$ cat src/rtl/irq_hub_pkg.sv
package irq_hub_pkg;

    localparam logic [15:0] OFS_STAT0  = 16'h0000;
    localparam logic [15:0] OFS_STAT1  = 16'h0004;
    localparam logic [15:0] OFS_ROUTE  = 16'h0020;
    localparam logic [15:0] OFS_LEVEL  = 16'h0030;
    localparam logic [15:0] OFS_ARM    = 16'h0034;
    localparam logic [15:0] OFS_DISARM = 16'h0038;

    typedef enum logic [2:0] {
        SEL_NONE,
        SEL_STAT0,
        SEL_STAT1,
        SEL_ROUTE,
        SEL_LEVEL,
        SEL_ARM,
        SEL_DISARM
    } reg_sel_e;

    function automatic reg_sel_e decode_addr(input logic [15:0] addr);
        reg_sel_e sel;
        case (addr)
            OFS_STAT0:  sel = SEL_STAT0;
            OFS_STAT1:  sel = SEL_STAT1;
            OFS_ROUTE:  sel = SEL_ROUTE;
            OFS_LEVEL:  sel = SEL_LEVEL;
            OFS_ARM:    sel = SEL_ARM;
            OFS_DISARM: sel = SEL_DISARM;
            default:    sel = SEL_NONE;
        endcase
        return sel;
    endfunction

endpackage

$ cat src/rtl/irq_hub_sync.sv
module irq_hub_sync #(
    parameter int WIDTH  = 32,
    parameter int STAGES = 2
) (
    input  logic             clk,
    input  logic             rst_n,
    input  logic [WIDTH-1:0] async_i,
    output logic [WIDTH-1:0] level_o
);

    typedef struct packed {
        logic [STAGES-1:0][WIDTH-1:0] chain;
    } sync_state_t;

    sync_state_t st_d, st_q;

    always_comb begin
        st_d = st_q;
        st_d.chain[0] = async_i;
        for (int i = 1; i < STAGES; i++) begin
            st_d.chain[i] = st_q.chain[i-1];
        end
    end

    always_ff @(posedge clk) begin
        if (!rst_n) begin
            st_q <= '0;
        end else begin
            st_q <= st_d;
        end
    end

    assign level_o = st_q.chain[STAGES-1];

endmodule

$ cat src/rtl/irq_hub_regs.sv
module irq_hub_regs #(
    parameter int NSRC   = 32,
    parameter int ADDR_W = 8
) (
    input  logic              clk,
    input  logic              rst_n,
    input  logic [ADDR_W-1:0] bus_addr,
    input  logic [NSRC-1:0]   bus_wdata,
    input  logic              bus_we,
    output logic [NSRC-1:0]   mask_o,
    output logic [NSRC-1:0]   route_o
);
    import irq_hub_pkg::*;

    typedef struct packed {
        logic [NSRC-1:0] mask;
        logic [NSRC-1:0] route;
    } cfg_state_t;

    cfg_state_t st_d, st_q;
    reg_sel_e   wsel;

    assign wsel = decode_addr(16'(bus_addr));

    always_comb begin
        st_d = st_q;
        if (bus_we) begin
            case (wsel)
                SEL_ARM:    st_d.mask  = st_q.mask | bus_wdata;
                SEL_DISARM: st_d.mask  = st_q.mask & ~bus_wdata;
                SEL_ROUTE:  st_d.route = bus_wdata;
                default:    st_d = st_q;
            endcase
        end
    end

    always_ff @(posedge clk) begin
        if (!rst_n) begin
            st_q <= '0;
        end else begin
            st_q <= st_d;
        end
    end

    assign mask_o  = st_q.mask;
    assign route_o = st_q.route;

    AST_ARM_SETS: assert property (@(posedge clk) disable iff (!rst_n)
        ($past(rst_n) && $past(bus_we) && $past(wsel) == SEL_ARM)
        |-> ((mask_o & $past(bus_wdata)) == $past(bus_wdata))
            && ((mask_o & ~$past(bus_wdata)) == ($past(mask_o) & ~$past(bus_wdata))));

    AST_DISARM_CLEARS: assert property (@(posedge clk) disable iff (!rst_n)
        ($past(rst_n) && $past(bus_we) && $past(wsel) == SEL_DISARM)
        |-> ((mask_o & $past(bus_wdata)) == '0)
            && ((mask_o & ~$past(bus_wdata)) == ($past(mask_o) & ~$past(bus_wdata))));

    AST_MASK_HOLD: assert property (@(posedge clk) disable iff (!rst_n)
        ($past(rst_n) && !($past(bus_we) && ($past(wsel) == SEL_ARM || $past(wsel) == SEL_DISARM)))
        |-> $stable(mask_o));

    AST_ROUTE_HOLD: assert property (@(posedge clk) disable iff (!rst_n)
        ($past(rst_n) && !($past(bus_we) && $past(wsel) == SEL_ROUTE))
        |-> $stable(route_o));

endmodule

$ cat src/rtl/irq_hub_steer.sv
module irq_hub_steer #(
    parameter int NSRC = 32
) (
    input  logic [NSRC-1:0] level_i,
    input  logic [NSRC-1:0] mask_i,
    input  logic [NSRC-1:0] route_i,
    output logic [NSRC-1:0] stat0_o,
    output logic [NSRC-1:0] stat1_o,
    output logic            irq0_o,
    output logic            irq1_o
);
    localparam int GBIT = NSRC - 1;

    for (genvar s = 0; s < NSRC; s++) begin : g_src
        logic qual;
        assign qual       = level_i[s] & mask_i[s];
        assign stat0_o[s] = qual & ~route_i[s];
        assign stat1_o[s] = qual &  route_i[s];
    end

    assign irq0_o = mask_i[GBIT] & (|stat0_o);
    assign irq1_o = mask_i[GBIT] & (|stat1_o);

endmodule

$ cat src/rtl/irq_hub_rdmux.sv
module irq_hub_rdmux #(
    parameter int NSRC   = 32,
    parameter int ADDR_W = 8
) (
    input  logic [ADDR_W-1:0] bus_addr,
    input  logic [NSRC-1:0]   stat0_i,
    input  logic [NSRC-1:0]   stat1_i,
    input  logic [NSRC-1:0]   route_i,
    input  logic [NSRC-1:0]   level_i,
    input  logic [NSRC-1:0]   mask_i,
    output logic [NSRC-1:0]   rdata_o
);
    import irq_hub_pkg::*;

    reg_sel_e rsel;
    assign rsel = decode_addr(16'(bus_addr));

    always_comb begin
        case (rsel)
            SEL_STAT0: rdata_o = stat0_i;
            SEL_STAT1: rdata_o = stat1_i;
            SEL_ROUTE: rdata_o = route_i;
            SEL_LEVEL: rdata_o = level_i;
            SEL_ARM:   rdata_o = mask_i;
            default:   rdata_o = '0;
        endcase
    end

endmodule

$ cat src/rtl/irq_hub.sv
module irq_hub #(
    parameter int NSRC        = 32,
    parameter int ADDR_W      = 8,
    parameter int SYNC_STAGES = 2
) (
    input  logic              clk,
    input  logic              rst_n,
    input  logic [NSRC-1:0]   src_i,
    input  logic [ADDR_W-1:0] bus_addr,
    input  logic [NSRC-1:0]   bus_wdata,
    input  logic              bus_we,
    output logic [NSRC-1:0]   bus_rdata,
    output logic              irq0_o,
    output logic              irq1_o
);
    localparam int GBIT = NSRC - 1;

    logic [NSRC-1:0] level, mask, route, stat0, stat1;

    irq_hub_sync #(.WIDTH(NSRC), .STAGES(SYNC_STAGES)) u_sync (
        .clk     (clk),
        .rst_n   (rst_n),
        .async_i (src_i),
        .level_o (level)
    );

    irq_hub_regs #(.NSRC(NSRC), .ADDR_W(ADDR_W)) u_regs (
        .clk       (clk),
        .rst_n     (rst_n),
        .bus_addr  (bus_addr),
        .bus_wdata (bus_wdata),
        .bus_we    (bus_we),
        .mask_o    (mask),
        .route_o   (route)
    );

    irq_hub_steer #(.NSRC(NSRC)) u_steer (
        .level_i (level),
        .mask_i  (mask),
        .route_i (route),
        .stat0_o (stat0),
        .stat1_o (stat1),
        .irq0_o  (irq0_o),
        .irq1_o  (irq1_o)
    );

    irq_hub_rdmux #(.NSRC(NSRC), .ADDR_W(ADDR_W)) u_rdmux (
        .bus_addr (bus_addr),
        .stat0_i  (stat0),
        .stat1_i  (stat1),
        .route_i  (route),
        .level_i  (level),
        .mask_i   (mask),
        .rdata_o  (bus_rdata)
    );

    AST_GLOBAL_GATE: assert property (@(posedge clk) disable iff (!rst_n)
        !mask[GBIT] |-> (!irq0_o && !irq1_o));

    AST_LINES_DISJOINT: assert property (@(posedge clk) disable iff (!rst_n)
        (stat0 & stat1) == '0);

    AST_STAT_WITHIN_LEVEL: assert property (@(posedge clk) disable iff (!rst_n)
        ((stat0 | stat1) & ~(level & mask)) == '0);

    AST_RESET_CLEAN: assert property (@(posedge clk)
        $rose(rst_n) |-> (mask == '0 && route == '0 && !irq0_o && !irq1_o));

endmodule

$ cat config.mk
export PLATFORM = sky130hd
export DESIGN_NAME = irq_hub
export DESIGN_NICKNAME = d
export VERILOG_FILES = /design/src/rtl/irq_hub_pkg.sv /design/src/rtl/irq_hub_sync.sv /design/src/rtl/irq_hub_regs.sv /design/src/rtl/irq_hub_steer.sv /design/src/rtl/irq_hub_rdmux.sv /design/src/rtl/irq_hub.sv
export SDC_FILE = /design/constraint.sdc
export NUM_CORES = 1
export LEC_CHECK = 0
export BUFFER_PORTS_ARGS = -buffer_cell sky130_fd_sc_hd__buf_2
export CORE_ASPECT_RATIO = 0.75
export CORE_UTILIZATION = 33
export DETAILED_ROUTE_END_ITERATION = 10
export PLACE_DENSITY = 0.5
export SLEW_MARGIN = 20
export SYNTH_ARGS = -nofsm -noshare
export SYNTH_HDL_FRONTEND = slang
export SYNTH_SLANG_ARGS = --single-unit
$ cat constraint.sdc
create_clock -name clk -period 5.41 [get_ports clk]
set_input_delay 1.082 -clock clk [delete_from_list [all_inputs] [get_ports clk]]
set_output_delay 1.082 -clock clk [all_outputs]
set_load 0.005 [all_outputs]
# Yosys cells after proc, flatten, opt, wreduce, memory -nomap -nowiden
# Cells that the tools add are included.
[classes]
n_eq_ne = 11
n_mux = 3
n_bitwise = 133
n_reduce_logical = 6
[op_table]
columns = ["cell", "n"]
rows = [
  ["$pmux W32 S5", 1],
  ["$and A1 B1 Y1", 98],
  ["$pmux W32 S2", 1],
  ["$reduce_or A32 Y1", 2],
  ["$and A32 B32 Y32", 1],
  ["$eq A8 B6 Y1 const B", 4],
  ["$not A1 Y1", 32],
  ["$not A32 Y32", 1],
  ["$or A32 B32 Y32", 1],
  ["$pmux W3 S6", 1],
  ["$eq A3 B3 Y1 const B", 3],
  ["$eq A8 B3 Y1 const B", 1],
  ["$logic_not A8 Y1", 1],
  ["$eq A3 B2 Y1 const B", 2],
  ["$reduce_and A2 Y1", 2],
  ["$eq A3 B1 Y1 const B", 1],
  ["$reduce_bool A2 Y1", 1],
]
[word_totals]
ff_bits = 128
output_inout_bits = 34
word_cells = 157

# Logic depth before layout (Yosys ltp)
[logic_depth]
depth_word = 5
ltp_mapped = 7
ltp_nobuf = 4

# Modules after synthesis
# A second synthesis with hierarchy kept.
[hier_totals]
hier_cells = 709
hier_area_um2 = 6607.6
[by_module_without_submodules]
columns = ["module", "instances", "cells_each", "area_each_um2", "seq_area_each_um2"]
rows = [
  ["irq_hub_regs", 1, 259, 2561.2, 1281.2],
  ["irq_hub_sync", 1, 134, 1791.7, 1281.2],
  ["irq_hub_rdmux", 1, 195, 1482.7, 0.0],
  ["irq_hub_steer", 1, 121, 772.0, 0.0],
]

# Worst setup path after synthesis
# OpenSTA, ideal clock, no wires.
[synth_path]
path_type = "in2out"
start = "in bus_addr[7]"
end = "out bus_rdata[29]"
arrival_ps = 2646
setup_slack_ps = 1682
cell_stages = 6
n_path_buf = 2
path_cell_list = "or4_4 buf_6 or2_0 clkbuf_2 or4_1 o21ai_1"
[synth_between]
elab_chain_len = 4
[synth_rtl]
columns = ["element", "line", "source"]
rows = [
  ["from (decl)", "irq_hub.sv:9", "input logic [ADDR_W-1:0] bus_addr,"],
  ["$eq A8 B6 Y1 (tied with other cells)", "irq_hub_pkg.sv:22", "case (addr)"],
  ["$pmux W3 S6 (*)", "irq_hub_pkg.sv:22", ""],
  ["$eq A3 B3 Y1 (tied with other cells)", "irq_hub_rdmux.sv:19", "case (rsel)"],
  ["$pmux W32 S5 (*)", "irq_hub_rdmux.sv:19", ""],
  ["to (decl)", "irq_hub.sv:12", "output logic [NSRC-1:0] bus_rdata,"],
]
# Every way passes the cells marked *; elsewhere a longest branch is shown, timed or not.

# Final worst setup path
# Same ends and word-level chain as after synthesis.

==> flow_metrics.py <==
metrics = {
    "outcome": {
        "status": "finished, final reports clean",
    },
    "critical_path": {
        "critPathArrivalTime_ns": 3.10,
        "worst_path_dominant_cell_family": "simple AND/OR/NAND/NOR gates",
        "critPathBufInv": 3,
        "worstPathCellList": "buf_2, or4_4, or2_1, buf_4, or4_1, o21ai_1, buf_2",
        "critical_path.most_common_cell": "sky130_fd_sc_hd__buf_2",
        "worst-r2r-cell-count": 2,
        "critPathMaxStageDelay_ns": 0.62,
        "regToRegSetupSlack_ns": 4.62,
        "critical_path_required_ns": 4.33,
        "cp_slowest_cell": "sky130_fd_sc_hd__or4_4",
        "timing.critical_path.from_type": "primary input",
        "cp-end-kind": "primary output",
        "setup.worst_path.start": "bus_addr[7]",
        "path_class": "primary input to primary output",
        "path_max_fanout": 33,
    },
    "floorplanning": {
        "die_x_um": 156.1,
        "chipHeight_um": 117.6,
        "placement_rows": 41,
        "core_um2": 17130,
        "die_area_um2": 18360,
        "start_util_pct": 34.31,
        "ios": 109,
    },
    "synth": {
        "ys_warn_count": 0,
        "synth.yosys.seq_area_share_pct": 43.58,
        "synth_fp_nets": 748,
        "post_synth_num_cell_types": 36,
        "synth-async-reset-ratio_pct": 0,
        "syn_area_um2": 5879,
        "synth-seq-cells": 128,
        "post_synth_inst_count": 673,
        "synthesized_area_divided_by_synthesized_cell_count_um2": 8.736,
        "synth-edff-count": 0,
        "ys_dominant_reg_cell": "sky130_fd_sc_hd__dfxtp_1",
    },
    "min_path": {
        "hp-start": "u_sync.st_d[63]",
        "hold-path-cell-count": 1,
        "whs_endpoint": "u_sync.level_o[31]",
        "type_of_the_worst_min_delay_path": "register to register",
    },
    "cells_and_area": {
        "multiInputGateArea_um2": 2846,
        "finalNetCount": 839,
        "drive_gt1_share_pct": 21.13,
        "finalCoreUtilization_pct": 41.94,
        "fillerInstances": 1745,
        "antenna-diode-count": 0,
        "area_growth_pct": 22.22,
        "total_area_of_sequential_cells_um2": 2562,
    },
    "global_routing": {
        "grt_use_total_pct": 21.57,
        "globalRouteOverflowTotal": 0,
        "grt_pass1_vias": 5173,
        "first_pass_grt_wire_length_mm": 29.53,
        "largest_net_degree_at_the_start_of_global_routing": 66,
        "initial_antenna_violation_count": 0,
    },
    "timing": {
        "finalHoldViolations": 0,
        "skew_ns": 0.009177,
        "worst_slew_pin_slew_ns": 1.085,
        "totalNegativeSetupSlack_ns": 0,
        "timing.final.setup_violations": 0,
        "rsz_0062_raised_after_global_routing": "no",
        "fin_crit_ns": 4.183,
        "maxSlewHeadroom_pct": 27.69,
        "slew_violations": 0,
        "max_freq_ghz": 0.2390,
        "fin_crit_sh_pct": 77.33,
    },
    "cts": {
        "cts_buffers": 17,
        "clk_transition_reported_paths_ns": 0.06,
        "tritoncts_num_sinks": 128,
        "worstSkewPairLatency_ns": 0.43,
        "cts_root_buf": "sky130_fd_sc_hd__clkbuf_16",
        "cts_hold_buffers": 0,
        "cts.repair.resized": 0,
        "cts.repair_timing.setup_buffer_count": 0,
        "clock_tree.htree_level_count": 4,
        "clock_path_buffers": 2,
        "cts_tree": "built",
    },
    "flow_run": {
        "max-cap-violations": 0,
    },
    "placement": {
        "place_hpwl_mm": 13.04,
        "portBuffers": 108,
        "globalplace.congestion": 0.8658,
    },
    "drt": {
        "route.detailed.wl_per_inst_um": 19.31,
        "detail_route.iter0.violations": 455,
        "via_per_inst": 5.482,
        "drt-pass1-iter-count": 5,
        "final_wirelength_mm": 19.54,
        "remaining_drc_errors": 0,
        "drtAntennaViolNets": 0,
        "vias": 5548,
    },
    "power_and_ir_drop": {
        "max-vdd-ir-drop_uv": 176.9,
        "power.static_leakage_nw": 2.418,
        "cellPowerDensity_nw_per_um2": 314.2,
        "design_power_total_mw": 2.258,
    },
}
==> metrics by stage <==
step | worst slack (ns) | hold WS, ns | cell area [um^2] | cells
after floorplan | 1.682 | 0.4057 | 5879 | 673
after global placement | 1.221 | 0.4157 | 6585 | 981
after detailed placement | 1.209 | 0.4164 | 6588 | 981
after CTS | 1.209 | 0.4307 | 7183 | 1012
after global routing | 1.145 | 0.4473 | 7186 | 1012
final | 1.227 | 0.4288 | 7186 | 1012
==> worst register-to-register path: stages, from the launching register on <==
cell and delay (ns):
sky130_fd_sc_hd__dfxtp_1 0.42, sky130_fd_sc_hd__a21oi_1 0.06, sky130_fd_sc_hd__a211oi_1 0.22
==> synth_stat cells, types with 2 or more instances <==
| master | count | area share, % |
|---|---|---|
| sky130_fd_sc_hd__o22ai_1 | 37 | 3.9 |
| sky130_fd_sc_hd__and2_1 | 64 | 6.8 |
| sky130_fd_sc_hd__o21ai_1 | 22 | 1.9 |
| sky130_fd_sc_hd__o2111ai_1 | 13 | 1.9 |
| sky130_fd_sc_hd__nand2b_1 | 3 | 0.32 |
| sky130_fd_sc_hd__nor4_2 | 2 | 0.43 |
| sky130_fd_sc_hd__nor2_1 | 33 | 2.1 |
| sky130_fd_sc_hd__nand2_1 | 29 | 1.9 |
| sky130_fd_sc_hd__a32oi_1 | 31 | 4.6 |
| sky130_fd_sc_hd__a211oi_2 | 6 | 1.3 |
| sky130_fd_sc_hd__o21ai_0 | 4 | 0.34 |
| sky130_fd_sc_hd__a21oi_1 | 33 | 2.8 |
| sky130_fd_sc_hd__o31ai_1 | 7 | 0.89 |
| sky130_fd_sc_hd__nor4_1 | 4 | 0.43 |
| sky130_fd_sc_hd__clkbuf_1 | 32 | 2.0 |
| sky130_fd_sc_hd__inv_1 | 64 | 4.1 |
| sky130_fd_sc_hd__nand3_1 | 25 | 2.1 |
| sky130_fd_sc_hd__dfxtp_1 | 128 | 44 |
| sky130_fd_sc_hd__buf_6 | 7 | 1.3 |
| sky130_fd_sc_hd__buf_2 | 7 | 0.60 |
| sky130_fd_sc_hd__inv_2 | 2 | 0.13 |
| sky130_fd_sc_hd__a31oi_1 | 33 | 3.5 |
| sky130_fd_sc_hd__nor3_1 | 2 | 0.17 |
| sky130_fd_sc_hd__nor4_4 | 2 | 0.72 |
| sky130_fd_sc_hd__mux2i_1 | 33 | 5.6 |
| sky130_fd_sc_hd__a211oi_1 | 26 | 3.3 |
| sky130_fd_sc_hd__nand3b_1 | 15 | 1.9 |
==> worst max-delay path by stage <==
stage	endpoint	slack, ns	cells after the start
finish	bus_rdata[29]	1.23	7
detailed placement	bus_rdata[29]	1.21	7
global route	bus_rdata[29]	1.15	7
floorplan	bus_rdata[29]	1.68	6
global placement	bus_rdata[29]	1.22	7
CTS	bus_rdata[29]	1.21	7
==> logic make-up after synthesis <==
| kind of cell | after synthesis | share of synthesized area, % |
|---|---|---|
| AOI/OAI and AO/OA | 212 | 24.52 |
| and+or+nand+nor | 186 | 17.85 |
| DFF | 128 | 43.58 |
| buffers and inverters | 113 | 8.278 |
| muxes | 33 | 5.618 |
| xor gates and xnor gates | 1 | 0.1490 |
==> area by class of cell <==
type / count / share of cell area (%)
Clock buffer: 19 / 6.025
Clock inverter: 12 / 2.264
Inverter: 66 / 3.483
Multi-Input combinational cell: 432 / 39.61
Sequential cell: 128 / 35.66
Tap cell: 236 / 4.109
Timing Repair Buffer: 119 / 8.846
==> where the power goes <==
part           leakage (nW)  switching [mW]  internal, mW  total [mW]
registers              1.04          0.0142         0.966       0.980
clock network         0.284           0.442         0.725        1.17
logic                  1.09          0.0694        0.0419       0.111
total                  2.42           0.525          1.73        2.26
==> placed cells by master, fill, tap and decap left out, types with 2 or more instances in the layout <==
cell	n
sky130_fd_sc_hd__dfxtp_1	128
sky130_fd_sc_hd__bufinv_16	3
sky130_fd_sc_hd__nor4_1	4
sky130_fd_sc_hd__o21ai_1	22
sky130_fd_sc_hd__o21ai_0	4
sky130_fd_sc_hd__clkinvlp_4	2
sky130_fd_sc_hd__nor4_4	3
sky130_fd_sc_hd__clkbuf_16	17
sky130_fd_sc_hd__nand3b_1	15
sky130_fd_sc_hd__a211oi_2	6
sky130_fd_sc_hd__nor3_2	2
sky130_fd_sc_hd__mux2i_1	33
sky130_fd_sc_hd__or2_1	2
sky130_fd_sc_hd__buf_2	108
sky130_fd_sc_hd__nand2b_1	2
sky130_fd_sc_hd__o31ai_1	7
sky130_fd_sc_hd__inv_1	64
sky130_fd_sc_hd__a31oi_1	33
sky130_fd_sc_hd__a32oi_1	31
sky130_fd_sc_hd__clkbuf_1	2
sky130_fd_sc_hd__and2_1	64
sky130_fd_sc_hd__nand3_1	25
sky130_fd_sc_hd__nand2_1	29
sky130_fd_sc_hd__a21oi_1	33
sky130_fd_sc_hd__o2111ai_1	13
sky130_fd_sc_hd__buf_4	10
sky130_fd_sc_hd__a211oi_1	26
sky130_fd_sc_hd__nor2_1	33
sky130_fd_sc_hd__o22ai_1	37
sky130_fd_sc_hd__clkinv_4	5
==> per-layer routing <==
metal	routed length, um	part of all wire, %	up-vias	GRT usage, %
li1	-	-	2630	-
met1	9249	47	2665	31.04
met2	8468	43	231	31.17
met3	1567	8.0	22	4.566
met4	253	1.3	0	8.150
met5	0	0	-	0
Power figures use the tool's default switching activity.
